<file path="src/rtl/qpc_pkg.sv">
package qpc_pkg;

  typedef enum logic [1:0] {
    MODE_X1  = 2'd0,
    MODE_X2  = 2'd1,
    MODE_X4  = 2'd2,
    MODE_TWO = 2'd3
  } qpc_mode_e;

  typedef struct packed {
    logic inc;
    logic dec;
    logic bad;
  } qpc_step_t;

  // Direction of an A move with B steady: up when new A differs from B.
  function automatic logic a_move_up(input logic a_new, input logic b_now);
    return a_new ^ b_now;
  endfunction

  // Direction of a B move with A steady: up when new B equals A.
  function automatic logic b_move_up(input logic b_new, input logic a_now);
    return ~(b_new ^ a_now);
  endfunction

  function automatic qpc_step_t decode_step(input qpc_mode_e md,
                                            input logic [1:0] prv,
                                            input logic [1:0] cur);
    qpc_step_t s;
    logic a_chg, b_chg, a_rise, b_rise, up;
    s      = '0;
    a_chg  = prv[1] ^ cur[1];
    b_chg  = prv[0] ^ cur[0];
    a_rise = cur[1] & ~prv[1];
    b_rise = cur[0] & ~prv[0];
    if (md == MODE_TWO) begin
      s.inc = a_rise & ~b_rise;
      s.dec = b_rise & ~a_rise;
    end else if (a_chg && b_chg) begin
      s.bad = 1'b1;
    end else if (a_chg) begin
      if (md == MODE_X1) begin
        if (!cur[0]) begin
          s.inc = cur[1];
          s.dec = ~cur[1];
        end
      end else begin
        up    = a_move_up(cur[1], cur[0]);
        s.inc = up;
        s.dec = ~up;
      end
    end else if (b_chg && md == MODE_X4) begin
      up    = b_move_up(cur[0], cur[1]);
      s.inc = up;
      s.dec = ~up;
    end
    return s;
  endfunction

endpackage

</file>
<file path="src/rtl/qpc_sync.sv">
module qpc_sync #(
  parameter int W      = 3,
  parameter int STAGES = 2
) (
  input  logic         clk,
  input  logic         rst_n,
  input  logic [W-1:0] d,
  output logic [W-1:0] q
);
  logic [W-1:0] stg [STAGES];

  for (genvar i = 0; i < STAGES; i++) begin : g_stage
    if (i == 0) begin : g_first
      always_ff @(posedge clk) begin
        if (!rst_n) stg[0] <= '0;
        else        stg[0] <= d;
      end
    end else begin : g_next
      always_ff @(posedge clk) begin
        if (!rst_n) stg[i] <= '0;
        else        stg[i] <= stg[i-1];
      end
    end
  end

  assign q = stg[STAGES-1];
endmodule

</file>
<file path="src/rtl/qpc_decode.sv">
module qpc_decode
  import qpc_pkg::*;
(
  input  logic       clk,
  input  logic       rst_n,
  input  logic [1:0] ab,
  input  logic       z,
  input  qpc_mode_e  mode,
  input  logic       z_en,
  input  logic [1:0] reload_phase,
  output qpc_step_t  step,
  output logic       reload_hit,
  output logic       both_rise
);
  logic [1:0] ab_prev;

  always_ff @(posedge clk) begin
    if (!rst_n) ab_prev <= '0;
    else        ab_prev <= ab;
  end

  assign step       = decode_step(mode, ab_prev, ab);
  assign reload_hit = z & z_en & (mode != MODE_TWO) & (ab == reload_phase);
  assign both_rise  = &(ab & ~ab_prev);


  illegal_only_quad_chk: assert property (@(posedge clk) disable iff (!rst_n)
    step.bad |-> (mode != MODE_TWO) && ((ab ^ ab_prev) == 2'b11));


  single_dir_chk: assert property (@(posedge clk) disable iff (!rst_n)
    !(step.inc && step.dec));
endmodule

</file>
<file path="src/rtl/qpc_accum.sv">
module qpc_accum
  import qpc_pkg::*;
#(
  parameter int W = 32
) (
  input  logic      clk,
  input  logic      rst_n,
  input  logic      start,
  input  logic [W-1:0] init_val,
  input  logic [W-1:0] reload_val,
  input  qpc_step_t step,
  input  logic      reload_hit,
  output logic [W-1:0] count,
  output logic      running,
  output logic      err
);
  localparam logic [W-1:0] ONE = W'(1);

  always_ff @(posedge clk) begin
    if (!rst_n) begin
      count   <= '0;
      running <= 1'b0;
      err     <= 1'b0;
    end else if (start) begin
      count   <= init_val;
      running <= 1'b1;
      err     <= 1'b0;
    end else if (running) begin
      if (step.bad) err <= 1'b1;
      if (reload_hit)    count <= reload_val;
      else if (step.inc) count <= count + ONE;
      else if (step.dec) count <= count - ONE;
    end
  end


  start_load_chk: assert property (@(posedge clk) disable iff (!rst_n)
    start |=> count == $past(init_val) && !err);


  err_sticky_chk: assert property (@(posedge clk) disable iff (!rst_n)
    err && !start |=> err);


  reload_chk: assert property (@(posedge clk) disable iff (!rst_n)
    running && reload_hit && !start |=> count == $past(reload_val));


  unit_step_chk: assert property (@(posedge clk) disable iff (!rst_n)
    running && !reload_hit && !start |=>
      ((count - $past(count)) == '0) || ((count - $past(count)) == ONE) ||
      (($past(count) - count) == ONE));


  idle_hold_chk: assert property (@(posedge clk) disable iff (!rst_n)
    !running && !start |=> count == '0);
endmodule

</file>
<file path="src/rtl/quad_pos_counter.sv">
module quad_pos_counter
  import qpc_pkg::*;
#(
  parameter int CNT_W       = 32,
  parameter int SYNC_STAGES = 2
) (
  input  logic             clk,
  input  logic             rst_n,
  input  logic             start,
  input  logic [1:0]       mode,
  input  logic             enc_a,
  input  logic             enc_b,
  input  logic             enc_z,
  input  logic             z_en,
  input  logic [1:0]       reload_phase,
  input  logic [CNT_W-1:0] init_val,
  input  logic [CNT_W-1:0] reload_val,
  input  logic             sample,
  output logic [CNT_W-1:0] count,
  output logic [CNT_W-1:0] sample_count,
  output logic             illegal_err
);
  logic [2:0] enc_s;
  qpc_step_t  step;
  logic       reload_hit, both_rise, running, sample_q, sample_edge;
  qpc_mode_e  md;

  assign md = qpc_mode_e'(mode);

  qpc_sync #(.W(3), .STAGES(SYNC_STAGES)) u_sync (
    .clk(clk), .rst_n(rst_n), .d({enc_a, enc_b, enc_z}), .q(enc_s)
  );

  qpc_decode u_dec (
    .clk(clk), .rst_n(rst_n), .ab(enc_s[2:1]), .z(enc_s[0]), .mode(md),
    .z_en(z_en), .reload_phase(reload_phase), .step(step),
    .reload_hit(reload_hit), .both_rise(both_rise)
  );

  qpc_accum #(.W(CNT_W)) u_acc (
    .clk(clk), .rst_n(rst_n), .start(start), .init_val(init_val),
    .reload_val(reload_val), .step(step), .reload_hit(reload_hit),
    .count(count), .running(running), .err(illegal_err)
  );

  assign sample_edge = sample & ~sample_q;

  always_ff @(posedge clk) begin
    if (!rst_n) begin
      sample_q     <= 1'b0;
      sample_count <= '0;
    end else begin
      sample_q <= sample;
      if (sample_edge) sample_count <= count;
    end
  end


  sample_latch_chk: assert property (@(posedge clk) disable iff (!rst_n)
    sample_edge |=> sample_count == $past(count));


  sample_hold_chk: assert property (@(posedge clk) disable iff (!rst_n)
    !sample_edge |=> $stable(sample_count));


  two_rise_hold_chk: assert property (@(posedge clk) disable iff (!rst_n)
    running && both_rise && md == MODE_TWO && !start |=> $stable(count));
endmodule

</file>
<file path="config.mk">
export PLATFORM = sky130hd
export DESIGN_NAME = quad_pos_counter
export DESIGN_NICKNAME = d
export VERILOG_FILES = /design/src/rtl/qpc_pkg.sv /design/src/rtl/qpc_sync.sv /design/src/rtl/qpc_decode.sv /design/src/rtl/qpc_accum.sv /design/src/rtl/quad_pos_counter.sv
export SDC_FILE = /design/constraint.sdc
export NUM_CORES = 1
export LEC_CHECK = 0
export BUFFER_PORTS_ARGS = -buffer_cell sky130_fd_sc_hd__buf_4
export CAP_MARGIN = 5
export CORE_ASPECT_RATIO = 1.4
export CORE_MARGIN = 1.5
export CORE_UTILIZATION = 42
export CTS_BUF_LIST = sky130_fd_sc_hd__clkbuf_2 sky130_fd_sc_hd__clkbuf_4 sky130_fd_sc_hd__clkbuf_8
export DETAILED_ROUTE_END_ITERATION = 10
export PLACE_DENSITY = 0.67
export RECOVER_POWER = 50
export SLEW_MARGIN = 10
export SYNTH_ARGS = -nofsm -noshare
export SYNTH_HDL_FRONTEND = slang
export SYNTH_SLANG_ARGS = --single-unit
</file>
<file path="constraint.sdc">
create_clock -name clk -period 4.8 [get_ports clk]
set_input_delay 0.24 -clock clk [delete_from_list [all_inputs] [get_ports clk]]
set_output_delay 0.24 -clock clk [all_outputs]
set_load 0.05 [all_outputs]
</file>
* Yosys cells after proc, flatten, opt, wreduce, memory -nomap -nowiden
Memory sizes are Yosys's and may differ from the RTL's.
Cells that the tools add are included.
** Word-level totals
- Bits in registers :: 69
- Bits in writable memories :: 6
- Input port bits :: 76
- Output and inout port bits :: 65
- Word-level logic and storage cells :: 59
- Memories :: 1
** Cells by class
- Add/sub/neg operators :: 2
- Equal/unequal tests :: 4
- Mux-type cells :: 17
- Bitwise gates (word level) :: 21
- Reduce and logical (&&, ||, !) cells :: 8
** Memories
- u_sync.stg :: depth 2, bits a word 3, read ports 2, clocked after Yosys merged registers in 0, wr ports 2, line qpc_sync.sv:10 : logic [W-1:0] stg [STAGES];
** Operator list (number)
- $mux 32 :: 5
- $add 32x1->32 const B :: 1
- $sub 32x1->32 const B :: 1
- $mux 2 :: 6
- $and 1x1->1 :: 8
- $not 1->1 :: 8
- $mux 3 :: 2
- $eq 2x2->1 const B :: 2
- $mux 1 :: 4
- $reduce_and 2->1 :: 2
- $reduce_bool 4->1 :: 1
- $xor 1x1->1 :: 3
- $eq 2x2->1 :: 1
- $logic_and 1x1->1 :: 2
- $logic_not 2->1 :: 1
- $ne 2x2->1 const B :: 1
- $or 1x1->1 :: 2
- $reduce_bool 2->1 :: 1
- $reduce_or 2->1 :: 1

* Depth between registers and ports, before layout
- Word-level depth :: 11
- Depth in mapped cells :: 17
- Depth with buffers taken out :: 14

* By module
From an unflattened synthesis, not the netlist that was laid out.
** Second synthesis, totals
- Cells, all modules :: 698
- Area total of the unflattened synthesis :: 5365.1 sq um
** By module, submodules not included
- qpc_accum :: instances 1, cells an instance 506, area an instance 3547.2 sq um, seq. area each 680.7 sq um
- quad_pos_counter :: instances 1, cells an instance 142, area an instance 1352.5 sq um, seq. area each 660.6 sq um
- qpc_decode :: instances 1, cells an instance 38, area an instance 307.8 sq um, seq. area each 40.0 sq um
- qpc_sync :: instances 1, cells an instance 12, area an instance 157.7 sq um, seq. area each 120.1 sq um

* Worst setup path after synthesis
Ideal clock, no wire load.
- Kind :: reg-to-reg
- Start :: mem u_sync.stg[1][1]
- End :: reg u_acc.count[22]
- Arrival time :: 3.454 ns
- Data required time :: 4.668 ns
- Setup slack :: 1.214 ns
- Stages on the path, launching flop included :: 16
- Buffers on the path :: 2
- Clock period less this slack :: 3.586 ns
- Cell sequence :: dfxtp_1 -> inv_1 -> ha_1 -> and4b_1 -> nor4_4 -> nor2_2 -> buf_6 -> buf_2 -> xnor2_1 -> ha_1 -> nand2_1 -> nor3_1 -> o221ai_1 -> mux2_2 -> mux2i_1 -> o32ai_1
** RTL lines
- start: declaration :: line qpc_sync.sv:10
- end signal: assignment :: line qpc_accum.sv:25 : count <= init_val;
- end signal: assignment :: line qpc_accum.sv:30 : if (reload_hit) count <= reload_val;
- end signal: assignment :: line qpc_accum.sv:31 : else if (step.inc) count <= count + ONE;
- end: declaration :: line qpc_accum.sv:13 : output logic [W-1:0] count,

==> results.json <==
{
  "synth_largest_area_cell": "dfxtp_1",
  "die_w_microns": 95.2,
  "synthFlopType": "dfxtp_1",
  "cp_max_fo": 10,
  "clk_pin_slew_ns": 0.09,
  "power_density_nw_per_um2": 305,
  "cts_tree": "yes",
  "postCtsHoldBufs": 0,
  "vias_per_cell": 6.12,
  "synth.ff_latch_count": 75,
  "worstPathRequired_ns": 5.03,
  "cts_buffer_depth": 2,
  "grt_max_degree": 40,
  "arrival_ns": 3.99,
  "drive_gt1_share_pct": 18.6,
  "h-tree-depth": 3,
  "fin_crit_sh_pct": 78.4,
  "synth_edf_count": 0,
  "post-route-util_pct": 53.4,
  "wirelength_mm": 18.8,
  "cts.sinks": 75,
  "crit_path_end_kind": "register",
  "drtPass1Iterations": 5,
  "gp_routability_congestion": 0.903,
  "rrSetupSlack_ns": 1.04,
  "synth.distinct_cells": 79,
  "first_global_vias": 5474,
  "dpl.hpwl_mm": 13.3,
  "antenna_found_initial": 0,
  "die_height_microns": 132,
  "post-place-ws_ns": 1.08,
  "hp-class": "input port to register",
  "core_area_sq_um": 11500,
  "root_buffer": "clkbuf_8",
  "post_cts_resized": 0,
  "fin_crit_ns": 3.76,
  "drc_errors": 0,
  "cts-buffers-inserted": 9,
  "total_power_uw": 1870,
  "relSlewSlack_pct": -13.1,
  "wl_per_cell_microns": 20.2,
  "synthArstFlopShare_pct": 0,
  "violations": "max-capacitance violations, max-slew violations",
  "drt_iter0_markers": 463,
  "synth_commonest_cells": "124 x nand2_1, 75 x dfxtp_1, 61 x a21oi_1",
  "leakage_uw": 0.00228,
  "ys_seq_area_share_pct": 30.1,
  "fin_ws_ns": 1.04,
  "area_delta_synth_final_pct": 22.5,
  "yosysTopAreaCellShare_pct": 30.1,
  "drv_slew": 71,
  "startpoint_type": "register",
  "tns_ns": 0,
  "port_buffers": 140,
  "max_freq_mhz": 266,
  "num_io_pins": 141,
  "ant_nets": 0,
  "via_count": 5687,
  "die_area_sq_um": 12600,
  "synth_warnings": 0,
  "start_util_pct": 43.6,
  "synth_nets": 763,
  "syn_inst": 682,
  "netlist_area_sq_um": 4990,
  "path_class": "register to register",
  "rsz0062_at_grt": "false",
  "nNetsFinal": 861,
  "placed_cell_area_sq_um": 6060,
  "cts_setup_buffers": 0,
  "std_cell_rows": 46,
  "cap_violations": 2,
  "irDropWorstVdd_v": 0.000146,
  "synth_most_common_cell": "nand2_1",
  "grt.total_usage_pct": 30.1,
  "yosys-top-cells-area": "dfxtp_1 30%, nand2_1 9.3%, a21oi_1 6.1%, o21ai_0 3.8%, clkbuf_1 3.4%",
  "gr-total-overflow": 0,
  "final-hold-violation-count": 0,
  "fin_area_sq_um": 6120,
  "grt_pass1_wl_mm": 29.3,
  "n_antenna_cell": 0,
  "status": "complete, but fails checks",
  "clk_latency_ns": 0.37,
  "worstMarginPinSlew_ns": 1.70,
  "finalSetupViolCount": 0,
  "avgSynthCellArea_sq_um": 7.32,
  "fin_skew_ns": 0.0110
}
==> cell families after synthesis <==
family | after synthesis | share of synthesized area (%)
AOI/OAI and AO/OA | 190 | 25.9
adders and majority gates | 5 | 1.25
xor gates and xnor gates | 12 | 2.10
DFF | 75 | 30.1
buffers and inverters | 75 | 6.29
muxes | 11 | 2.25
and+or+nand+nor | 314 | 32.2
==> per-layer routing <==
metal / global-route usage [%] / up-vias / wire length (microns)
met2: 49.7 / 251 / 9290
met4: 11.6 / 0 / 592
li1: - / 2698 / -
met5: 0 / - / 0
met3: 5.94 / 41 / 1260
met1: 37.8 / 2697 / 7610
==> power by group <==
part           switching, uW  internal [uW]  total, uW  leakage (uW)
Combinational            348            195        543       0.00156
Sequential              84.8            660        745      0.000615
Clock                    264            316        580      0.000114
==> layout make-up <==
type,instances,area [sq um]
Clock buffer,11,145
Sequential cell,75,1500
Inverter,9,33.8
Clock inverter,5,85.1
Fill cell,1176,5340
Tap cell,144,180
Multi-Input combinational cell,532,3200
Timing Repair Buffer,153,976
==> flip-flops by register name (all words and copies together), names as in the netlist <==
register and cells:
sample_count 32, u_acc.count 32, u_sync.stg 6, u_dec.ab_prev 2, sample_q 1, u_acc.err 1
u_acc.running 1
==> cells in the final DEF (no fill, tap or decap), types with 7 or more instances in the layout <==
cell,synthesis,final
o21ai_0,38,38
a31oi_1,9,9
nor4_1,15,15
nand3_1,20,20
o22ai_1,12,12
nand2_1,124,124
xnor2_1,8,8
a21oi_1,61,61
and2_1,14,11
nor2_1,39,39
clkbuf_8,0,10
or3_1,8,8
nor3_1,20,20
and3_1,11,11
clkbuf_1,45,46
buf_4,1,107
nand4_1,17,17
dfxtp_1,75,75
or4_1,8,8
inv_1,8,9
nand2b_1,8,7
mux2i_1,9,9
a221oi_1,7,7
==> metrics by stage <==
step,hold slack [ns],std cells
finish,0.0726,929
floorplan,0.362,682
CTS,0.0698,929
global placement,0.427,913
global route,0.0637,929
detailed placement,0.423,913
==> worst max-delay path, stage by stage (launching register included) <==
cell and delay (ns):
dfxtp_1 0.38, inv_1 0.10, ha_1 0.36, and4b_1 0.24, nor4_4 0.54, nor2_2 0.08, xnor2_1 0.14, ha_1 0.28
nor4_1 0.45, o211ai_1 0.21, o221ai_1 0.19, mux2_2 0.39, mux2i_1 0.16, o32ai_1 0.09
==> worst paths after layout <==
path | start | endpoint | cells after the start
setup / recovery | u_sync.stg[1][1] | u_acc.count[22] | 13
hold / removal | enc_z | u_sync.stg[0][0] | 2
setup reg to reg | u_sync.stg[1][1] | u_acc.count[22] | 13
hold reg to reg | u_sync.stg[0][0] | u_sync.stg[1][0] | 1
Power figures use the tool's default switching activity.
